`src/rtl/sckgen_pkg.sv`:
```
package sckgen_pkg;
    typedef enum logic [1:0] {
        GEN_IDLE = 2'd0,
        GEN_LOW  = 2'd1,
        GEN_HIGH = 2'd2
    } gen_state_e;

    typedef struct packed {
        logic launch_rise;
        logic latch_rise;
    } edge_sel_t;
endpackage

```
`src/rtl/sckgen_prof_sel.sv`:
```
module sckgen_prof_sel
    import sckgen_pkg::*;
#(
    parameter int NPROF   = 2,
    parameter int FREQ_W  = 16,
    parameter int PHASE_W = 11,
    parameter int SEL_W   = 1
) (
    input  logic [NPROF*FREQ_W-1:0] prof_inc_i,
    input  logic [NPROF-1:0]        prof_dbl_i,
    input  logic [NPROF-1:0]        prof_arst_i,
    input  logic [NPROF-1:0]        prof_launch_rise_i,
    input  logic [NPROF-1:0]        prof_latch_rise_i,
    input  logic [SEL_W-1:0]        sel_i,
    output logic [PHASE_W-1:0]      inc_eff_o,
    output logic                    arst_o,
    output edge_sel_t               edge_o
);
    localparam int HALF = 1 << (PHASE_W - 1);

    logic [FREQ_W-1:0] inc_raw;
    logic              dbl;
    logic [FREQ_W:0]   inc_scaled;

    always_comb begin
        inc_raw            = prof_inc_i[FREQ_W-1:0];
        dbl                = prof_dbl_i[0];
        arst_o             = prof_arst_i[0];
        edge_o.launch_rise = prof_launch_rise_i[0];
        edge_o.latch_rise  = prof_latch_rise_i[0];
        for (int p = 1; p < NPROF; p++) begin
            if (sel_i == SEL_W'(p)) begin
                inc_raw            = prof_inc_i[p*FREQ_W +: FREQ_W];
                dbl                = prof_dbl_i[p];
                arst_o             = prof_arst_i[p];
                edge_o.launch_rise = prof_launch_rise_i[p];
                edge_o.latch_rise  = prof_latch_rise_i[p];
            end
        end
        inc_scaled = dbl ? {inc_raw, 1'b0} : {1'b0, inc_raw};
        if (inc_scaled > (FREQ_W+1)'(HALF))
            inc_eff_o = PHASE_W'(HALF);
        else
            inc_eff_o = inc_scaled[PHASE_W-1:0];
    end
endmodule

```
`src/rtl/sckgen_phase_acc.sv`:
```
module sckgen_phase_acc #(
    parameter int PHASE_W = 11
) (
    input  logic               clk_i,
    input  logic               rst_ni,
    input  logic               run_i,
    input  logic               clr_i,
    input  logic [PHASE_W-1:0] inc_i,
    output logic               ge_half_o,
    output logic               ge_full_o
);
    localparam int HALF = 1 << (PHASE_W - 1);

    logic [PHASE_W-1:0] acc_q;
    logic [PHASE_W:0]   sum;

    assign sum       = {1'b0, acc_q} + {1'b0, inc_i};
    assign ge_half_o = sum >= (PHASE_W+1)'(HALF);
    assign ge_full_o = sum[PHASE_W];

    always_ff @(posedge clk_i) begin
        if (!rst_ni || !run_i || clr_i)
            acc_q <= '0;
        else
            acc_q <= sum[PHASE_W-1:0];
    end

    AST_ZERO_INC_HOLDS: assert property (@(posedge clk_i) disable iff (!rst_ni)
        (run_i && !clr_i && inc_i == '0) |=> $stable(acc_q));
endmodule

```
`src/rtl/sckgen_edge_map.sv`:
```
module sckgen_edge_map
    import sckgen_pkg::*;
(
    input  logic      lead_i,
    input  logic      trail_i,
    input  logic      cpol_i,
    input  edge_sel_t edge_i,
    output logic      launch_o,
    output logic      sample_o
);
    logic rising;
    logic falling;

    always_comb begin
        rising   = (lead_i && !cpol_i) || (trail_i && cpol_i);
        falling  = (lead_i && cpol_i)  || (trail_i && !cpol_i);
        launch_o = edge_i.launch_rise ? rising : falling;
        sample_o = edge_i.latch_rise  ? rising : falling;
    end
endmodule

```
`src/rtl/sckgen_top.sv`:
```
module sckgen_top
    import sckgen_pkg::*;
#(
    parameter int NPROF   = 2,
    parameter int FREQ_W  = 16,
    parameter int PHASE_W = 11,
    parameter int SEL_W   = (NPROF > 1) ? $clog2(NPROF) : 1
) (
    input  logic                    clk_i,
    input  logic                    rst_ni,
    input  logic                    run_i,
    input  logic                    restart_i,
    input  logic                    ss_active_i,
    input  logic                    cpol_i,
    input  logic                    gate_idle_i,
    input  logic [SEL_W-1:0]        sel_i,
    input  logic [NPROF*FREQ_W-1:0] prof_inc_i,
    input  logic [NPROF-1:0]        prof_dbl_i,
    input  logic [NPROF-1:0]        prof_arst_i,
    input  logic [NPROF-1:0]        prof_launch_rise_i,
    input  logic [NPROF-1:0]        prof_latch_rise_i,
    output logic                    sck_o,
    output logic                    launch_o,
    output logic                    sample_o
);
    localparam int HALF = 1 << (PHASE_W - 1);

    gen_state_e         state_q, state_d;
    logic [PHASE_W-1:0] inc_eff;
    logic               arst;
    edge_sel_t          edge_sel;
    logic               running, clr;
    logic               ge_half, ge_full;
    logic               lead, trail;
    logic               launch_c, sample_c;
    logic               launch_q, sample_q;

    sckgen_prof_sel #(
        .NPROF(NPROF), .FREQ_W(FREQ_W), .PHASE_W(PHASE_W), .SEL_W(SEL_W)
    ) u_sel (
        .prof_inc_i         (prof_inc_i),
        .prof_dbl_i         (prof_dbl_i),
        .prof_arst_i        (prof_arst_i),
        .prof_launch_rise_i (prof_launch_rise_i),
        .prof_latch_rise_i  (prof_latch_rise_i),
        .sel_i              (sel_i),
        .inc_eff_o          (inc_eff),
        .arst_o             (arst),
        .edge_o             (edge_sel)
    );

    assign running = run_i && !(gate_idle_i && !ss_active_i);
    assign clr     = running && restart_i && arst;

    sckgen_phase_acc #(.PHASE_W(PHASE_W)) u_acc (
        .clk_i     (clk_i),
        .rst_ni    (rst_ni),
        .run_i     (running),
        .clr_i     (clr),
        .inc_i     (inc_eff),
        .ge_half_o (ge_half),
        .ge_full_o (ge_full)
    );

    // next-state and edge detection
    always_comb begin
        state_d = state_q;
        lead    = 1'b0;
        trail   = 1'b0;
        if (!running) begin
            state_d = GEN_IDLE;
        end else if (clr) begin
            state_d = GEN_LOW;
        end else begin
            unique case (state_q)
                GEN_IDLE, GEN_LOW: begin
                    if (ge_half) begin
                        state_d = GEN_HIGH;
                        lead    = 1'b1;
                    end else begin
                        state_d = GEN_LOW;
                    end
                end
                GEN_HIGH: begin
                    if (ge_full) begin
                        state_d = GEN_LOW;
                        trail   = 1'b1;
                    end
                end
                default: state_d = GEN_IDLE;
            endcase
        end
    end

    sckgen_edge_map u_map (
        .lead_i   (lead),
        .trail_i  (trail),
        .cpol_i   (cpol_i),
        .edge_i   (edge_sel),
        .launch_o (launch_c),
        .sample_o (sample_c)
    );

    // state register
    always_ff @(posedge clk_i) begin
        if (!rst_ni)
            state_q <= GEN_IDLE;
        else
            state_q <= state_d;
    end

    // output register
    always_ff @(posedge clk_i) begin
        if (!rst_ni) begin
            launch_q <= 1'b0;
            sample_q <= 1'b0;
        end else begin
            launch_q <= launch_c;
            sample_q <= sample_c;
        end
    end

    assign sck_o    = cpol_i ^ (state_q == GEN_HIGH);
    assign launch_o = launch_q;
    assign sample_o = sample_q;

    AST_EFF_INC_CAPPED: assert property (@(posedge clk_i) disable iff (!rst_ni)
        inc_eff <= PHASE_W'(HALF));
    AST_STOP_QUIET: assert property (@(posedge clk_i) disable iff (!rst_ni)
        $past(!run_i) |-> (!launch_o && !sample_o && state_q == GEN_IDLE));
    AST_GATED_STOPS: assert property (@(posedge clk_i) disable iff (!rst_ni)
        $past(gate_idle_i && !ss_active_i) |-> state_q == GEN_IDLE);
    AST_RESTART_CLEARS: assert property (@(posedge clk_i) disable iff (!rst_ni)
        $past(clr) |-> (state_q == GEN_LOW && !launch_o && !sample_o));
    AST_STROBE_ON_EDGE: assert property (@(posedge clk_i) disable iff (!rst_ni)
        (launch_o || sample_o) |-> (state_q != $past(state_q)));
endmodule

```
`config.mk`:
```
export PLATFORM = sky130hd
export DESIGN_NAME = sckgen_top
export DESIGN_NICKNAME = d
export VERILOG_FILES = /design/src/rtl/sckgen_pkg.sv /design/src/rtl/sckgen_prof_sel.sv /design/src/rtl/sckgen_phase_acc.sv /design/src/rtl/sckgen_edge_map.sv /design/src/rtl/sckgen_top.sv
export SDC_FILE = /design/constraint.sdc
export NUM_CORES = 1
export LEC_CHECK = 0
export BUFFER_PORTS_ARGS = -buffer_cell sky130_fd_sc_hd__buf_2
export CAP_MARGIN = 20
export CORE_MARGIN = 2
export CORE_UTILIZATION = 51
export CTS_CLUSTER_DIAMETER = 60
export DETAILED_ROUTE_END_ITERATION = 10
export GPL_ROUTABILITY_DRIVEN = 0
export PLACE_DENSITY_LB_ADDON = 0.12
export SETUP_SLACK_MARGIN = 0.1
export SLEW_MARGIN = 25
export SYNTH_ARGS = -nofsm -noshare
export SYNTH_HDL_FRONTEND = slang
export SYNTH_SLANG_ARGS = --single-unit
export TNS_END_PERCENT = 50
```
`constraint.sdc`:
```
create_clock -name clk_i -period 4.71 [get_ports clk_i]
set_input_delay 0.7065 -clock clk_i [delete_from_list [all_inputs] [get_ports clk_i]]
set_output_delay 0.7065 -clock clk_i [all_outputs]
set_load 0.02 [all_outputs]
```
# After elaboration in Yosys (flattened, before gate mapping)
# Index checks and enable logic that the tools add are counted.
# Widths: inputs -> output; s select.
[word_totals] out_inout_bits=3 register_bits=15 in_bits=48
[op_classes] n_lt_le_gt_ge=2 n_addsub=1 n_bitwise=3 muxes=20 eq_ne=4 reduce_logical=21
[ops] operator="$gt 17x11->1 const B" count=1
[ops] operator="$mux 17" count=1
[ops] operator="$mux 16" count=1
[ops] operator="$mux 1" count=13
[ops] operator="$add 11x11->12" count=1
[ops] operator="$ge 12x11->1 const B" count=1
[ops] operator="$mux 11" count=1
[ops] operator="$logic_and 1x1->1" count=8
[ops] operator="$mux 2" count=3
[ops] operator="$logic_not 1->1" count=5
[ops] operator="$logic_or 1x1->1" count=4
[ops] operator="$pmux 2 s2" count=1
[ops] operator="$ne 3x1->1 const B" count=1
[ops] operator="$reduce_or 3->1" count=1
[ops] operator="$eq 2x1->1 const B" count=1
[ops] operator="$eq 2x2->1 const B" count=1
[ops] operator="$logic_not 2->1" count=1
[ops] operator="$ne 2x1->1 const B" count=1
[ops] operator="$not 1->1" count=2
[ops] operator="$reduce_and 2->1" count=1
[ops] operator="$reduce_or 2->1" count=1
[ops] operator="$xor 1x1->1" count=1

# Logic depth before layout (Yosys ltp)
[logic_depth] depth_word=13 ltp_mapped=18

# Modules after synthesis
# Synthesis repeated with hierarchy kept, for this count alone.
[hier_totals] hier_cells=178 area_unflattened_um2=1581.5
[by_module_without_submodules] mod="sckgen_phase_acc" area_each_um2=784.5 n_inst=1 cells_each=90 seq_area_each_um2=220.2
[by_module_without_submodules] mod="sckgen_prof_sel" area_each_um2=564.3 n_inst=1 cells_each=63 seq_area_each_um2=0.0
[by_module_without_submodules] mod="sckgen_top" area_each_um2=192.7 n_inst=1 cells_each=21 seq_area_each_um2=80.1
[by_module_without_submodules] mod="sckgen_edge_map" area_each_um2=40.0 n_inst=1 cells_each=4 seq_area_each_um2=0.0

# Worst setup path after synthesis
# Ideal clock, no wire load.
[synth_path] path_kind="input -> register" start="in sel_i" end="reg state_q[0]" path_stages=16 n_path_buf=2 path_slack_ns=0.649 arrival_time_ns=3.987 path_cell_list="buf_6 or4_1 o22ai_1 o221ai_1 o41a_1 buf_6 nor3b_2 ha_1 inv_1 fa_1 nor2b_1 o31a_1 o31ai_1 and3_1 or4_1 a31oi_1"
[synth_via] elab_chain_cells=9 word_cells_on_any_way=13
[synth_rtl] element="start, declared" line_no="sckgen_top.sv:16" text="input logic [SEL_W-1:0] sel_i,"
[synth_rtl] element="$mux 16 or $mux 1 (tied branches)" line_no="sckgen_prof_sel.sv:32" text="if (sel_i == SEL_W'(p)) begin"
[synth_rtl] element="$mux 17" line_no="sckgen_prof_sel.sv:40" text="inc_scaled = dbl ? {inc_raw, 1'b0} : {1'b0, inc_raw};"
[synth_rtl] element="$gt 17x11->1" line_no="sckgen_prof_sel.sv:41" text="if (inc_scaled > (FREQ_W+1)'(HALF))"
[synth_rtl] element="$mux 11" line_no="sckgen_prof_sel.sv:41"
[synth_rtl] element="$add 11x11->12" line_no="sckgen_phase_acc.sv:17" text="assign sum = {1'b0, acc_q} + {1'b0, inc_i};"
[synth_rtl] element="$ge 12x11->1" line_no="sckgen_phase_acc.sv:18" text="assign ge_half_o = sum >= (PHASE_W+1)'(HALF);"
[synth_rtl] element="$mux 2" line_no="sckgen_top.sv:77" text="if (ge_half) begin"
[synth_rtl] element="$pmux 2 s2" line_no="sckgen_top.sv:75" text="unique case (state_q)"
[synth_rtl] element="$mux 1" line_no="sckgen_top.sv:72" text="end else if (clr) begin"
[synth_rtl] element="end signal, assigned" line_no="sckgen_top.sv:109" text="state_q <= state_d;"
[synth_rtl] element="end, declared" line_no="sckgen_top.sv:28" text="gen_state_e state_q, state_d;"
# Parallel ways exist; a longest one is shown, timed or not.
# A chain may end at the register's enable or synchronous reset.

# Worst setup path after layout
# Same ends and word-level chain as after synthesis.

==> results.tsv <==
metric	value	unit
outcome	complete, no violations	
pwr-share-clk	25.6	%
vdd_drop_max	162	µV
cts_buffers	3	
numPortBuffers	50	
antenna_cells_inserted	0	
tns	0	ns
hold_class	flip-flop to flip-flop	
grt_max_degree	21	
path_class	input port to flip-flop	
required	4.93	ns
maxCapViolCount	0	
synth.most_common_cell	nor2_1	
arrival	4.38	ns
internal_power	202	µW
grt_pass1_vias	1405	
cp_max_fo	20	
slew_headroom	61.9	%
die_area	3640	µm²
finalHoldViolCount	0	
cts_tree	built	
postSynthCellCount	198	
p_comb_share	30.5	%
grt.overflow.total	0	
ant_nets	0	
synth_cell_types	52	
synth_top_cell_by_area	dfxtp_1	
vias	1686	
first_iter_violations	100	
synth_seq_cells	15	
total_leakage_power	0.824	nW
worstMarginPinSlew	0.571	ns
nFillCells	287	
antenna_found_initial	0	
rsz0062_at_grt	false	
synth_edf_count	0	
power_frac_seq	43.9	%
syn_to_final_growth	18.6	%
cts-resized-gates	0	
core	3030	µm²
fp.dieH	60.4	µm
cts_buffer_depth	2	
synth_area	1620	µm²
drive_above_1_share	27.9	%
clock-sinks	15	
wire_per_inst	13.7	µm
period_share	88.2	%
dp_hpwl	3210	µm
drv_slew	0	
clock_latency	0.29	ns
p_per_area	154	nW/µm²
wl	3980	µm
p_switching	95.1	µW
clockRootBuffer	clkbuf_4	
seq_area	300	µm²
cts_hold_buf	0	
grt_pass1_wl	6100	µm
start_util	53.5	%
cts_setup_buffers	0	
p_sw_share	32.1	%
synth_fp_nets	258	
max_freq	0.241	GHz
total_power	297	µW
postSynthAreaPerCell	8.18	µm²
path_clk_slew	0.10	ns
period_minus_slack	4.15	ns
synthTopCellsByArea	dfxtp_1 19%, ha_1 8.5%, mux2i_1 7.4%, nor2_1 5.1%, a211oi_1 4.2%	
finalSetupViolations	0	
synthTopCellsByCount	22 x nor2_1, 15 x dfxtp_1, 13 x a21oi_1	
cp-end-kind	flip-flop	
dr.pass1.iters	4	
async_reset_ff_share	0	%
grt_usage	21.8	%
synth_top_area_share	18.5	%
multi_input_area	1240	µm²
start_kind	input port	
skew	0.00345	ns
yosysWarnings	0	
fin_nets	308	
rows	20	
synth-main-ff-cell	dfxtp_1	
htree_levels	1	
drcViolationCount	0	
seq_area_frac_synth	18.5	%
fp.dieW	60.4	µm
viasPerCell	5.79	
io_pins	51	
## path summary, 6_finish.rpt
kind / to / slack [ns] / from / depth (start not counted)
worst max-delay path: state_q[0] / 0.56 / sel_i / 16
worst min-delay path: sample_o / 0.55 / state_q[1] / 1
worst max register to register: state_q[0] / 2.49 / u_acc.acc_q[8] / 7
worst min register to register: sample_o / 0.55 / state_q[1] / 1
## stage by stage
step | instances | utilization (%) | hold WS (ns) | setup slack (ns) | instance area, µm²
after global placement | 287 | 62.6 | 0.524 | 0.301 | 1890
after detailed placement | 287 | 62.6 | 0.528 | 0.251 | 1890
final | 291 | 63.5 | 0.548 | 0.557 | 1920
after floorplan | 198 | - | 0.475 | 0.649 | 1620
after global routing | 291 | 63.5 | 0.593 | 0.241 | 1920
after CTS | 291 | 63.5 | 0.546 | 0.548 | 1920
## placed cells by master (no fill, tap or decap), types with 5 or more instances in the layout
master | netlist | routed
buf_2 | 1 | 50
dfxtp_1 | 15 | 15
a21oi_1 | 13 | 13
nor3_1 | 8 | 8
xor2_1 | 5 | 5
nand2_1 | 11 | 11
ha_1 | 11 | 11
a211oi_1 | 9 | 9
nor2b_1 | 9 | 9
nor2_1 | 22 | 22
inv_1 | 6 | 6
mux2i_1 | 12 | 12
## worst max-delay path, stage by stage
cell	delay, ns
buf_2	0.32
buf_4	0.30
nor3b_1	0.27
nand2_1	0.08
a211o_1	0.37
o41a_1	0.28
nor3b_2	0.23
ha_1	0.18
inv_1	0.05
fa_1	0.37
nor2b_1	0.16
o31a_1	0.16
o31ai_1	0.08
and3_1	0.20
or4_1	0.46
a31oi_1	0.14
## sequential cells by signal (all words and copies together), names as in the netlist
name         cells
launch_o         1
sample_o         1
state_q          2
u_acc.acc_q     11
## routing by layer
| metal | wire length, µm | global-route usage [%] | vias up | part of all wire, % |
|---|---|---|---|---|
| met5 | 0 | 0 | - | 0 |
| met1 | 1870 | 29.0 | 770 | 47 |
| li1 | - | - | 857 | - |
| met2 | 1860 | 37.9 | 55 | 47 |
| met4 | 34 | 6.67 | 0 | 0.86 |
| met3 | 212 | 1.28 | 4 | 5.3 |
## logic make-up (layout without fill, tap and decap cells)
logic type | count (synthesis) | count (layout) | share of synthesized area [%]
AO/OA/AOI/OAI | 59 | 59 | 27.5
multiplexers | 18 | 18 | 11.7
AND/OR/NAND/NOR | 71 | 71 | 23.0
XOR/XNOR | 8 | 8 | 4.32
flip-flops | 15 | 15 | 18.5
adder cells (fa/ha/maj) | 12 | 12 | 9.73
buffers and inverters | 15 | 64 | 5.17
## cell type report
type,count,area share (%)
multi-input cells,168,64.3
clock buffers,3,1.17
flip-flops and latches,15,15.6
well taps,44,2.86
inverters,6,1.17
repair buffers,54,14.6
clock inverters,1,0.260
## power by group through the flow
stage	registers [mW]	logic [mW]	clock network, mW
2_1_floorplan	0.134	0.0531	0
3_5_place_dp	0.133	0.0897	0
5_1_grt	0.131	0.0987	0.0812
4_1_cts	0.130	0.0902	0.0768
3_3_place_gp	0.133	0.0896	0
6_report	0.130	0.0904	0.0760
No activity file was read; power rests on OpenSTA's default activity.
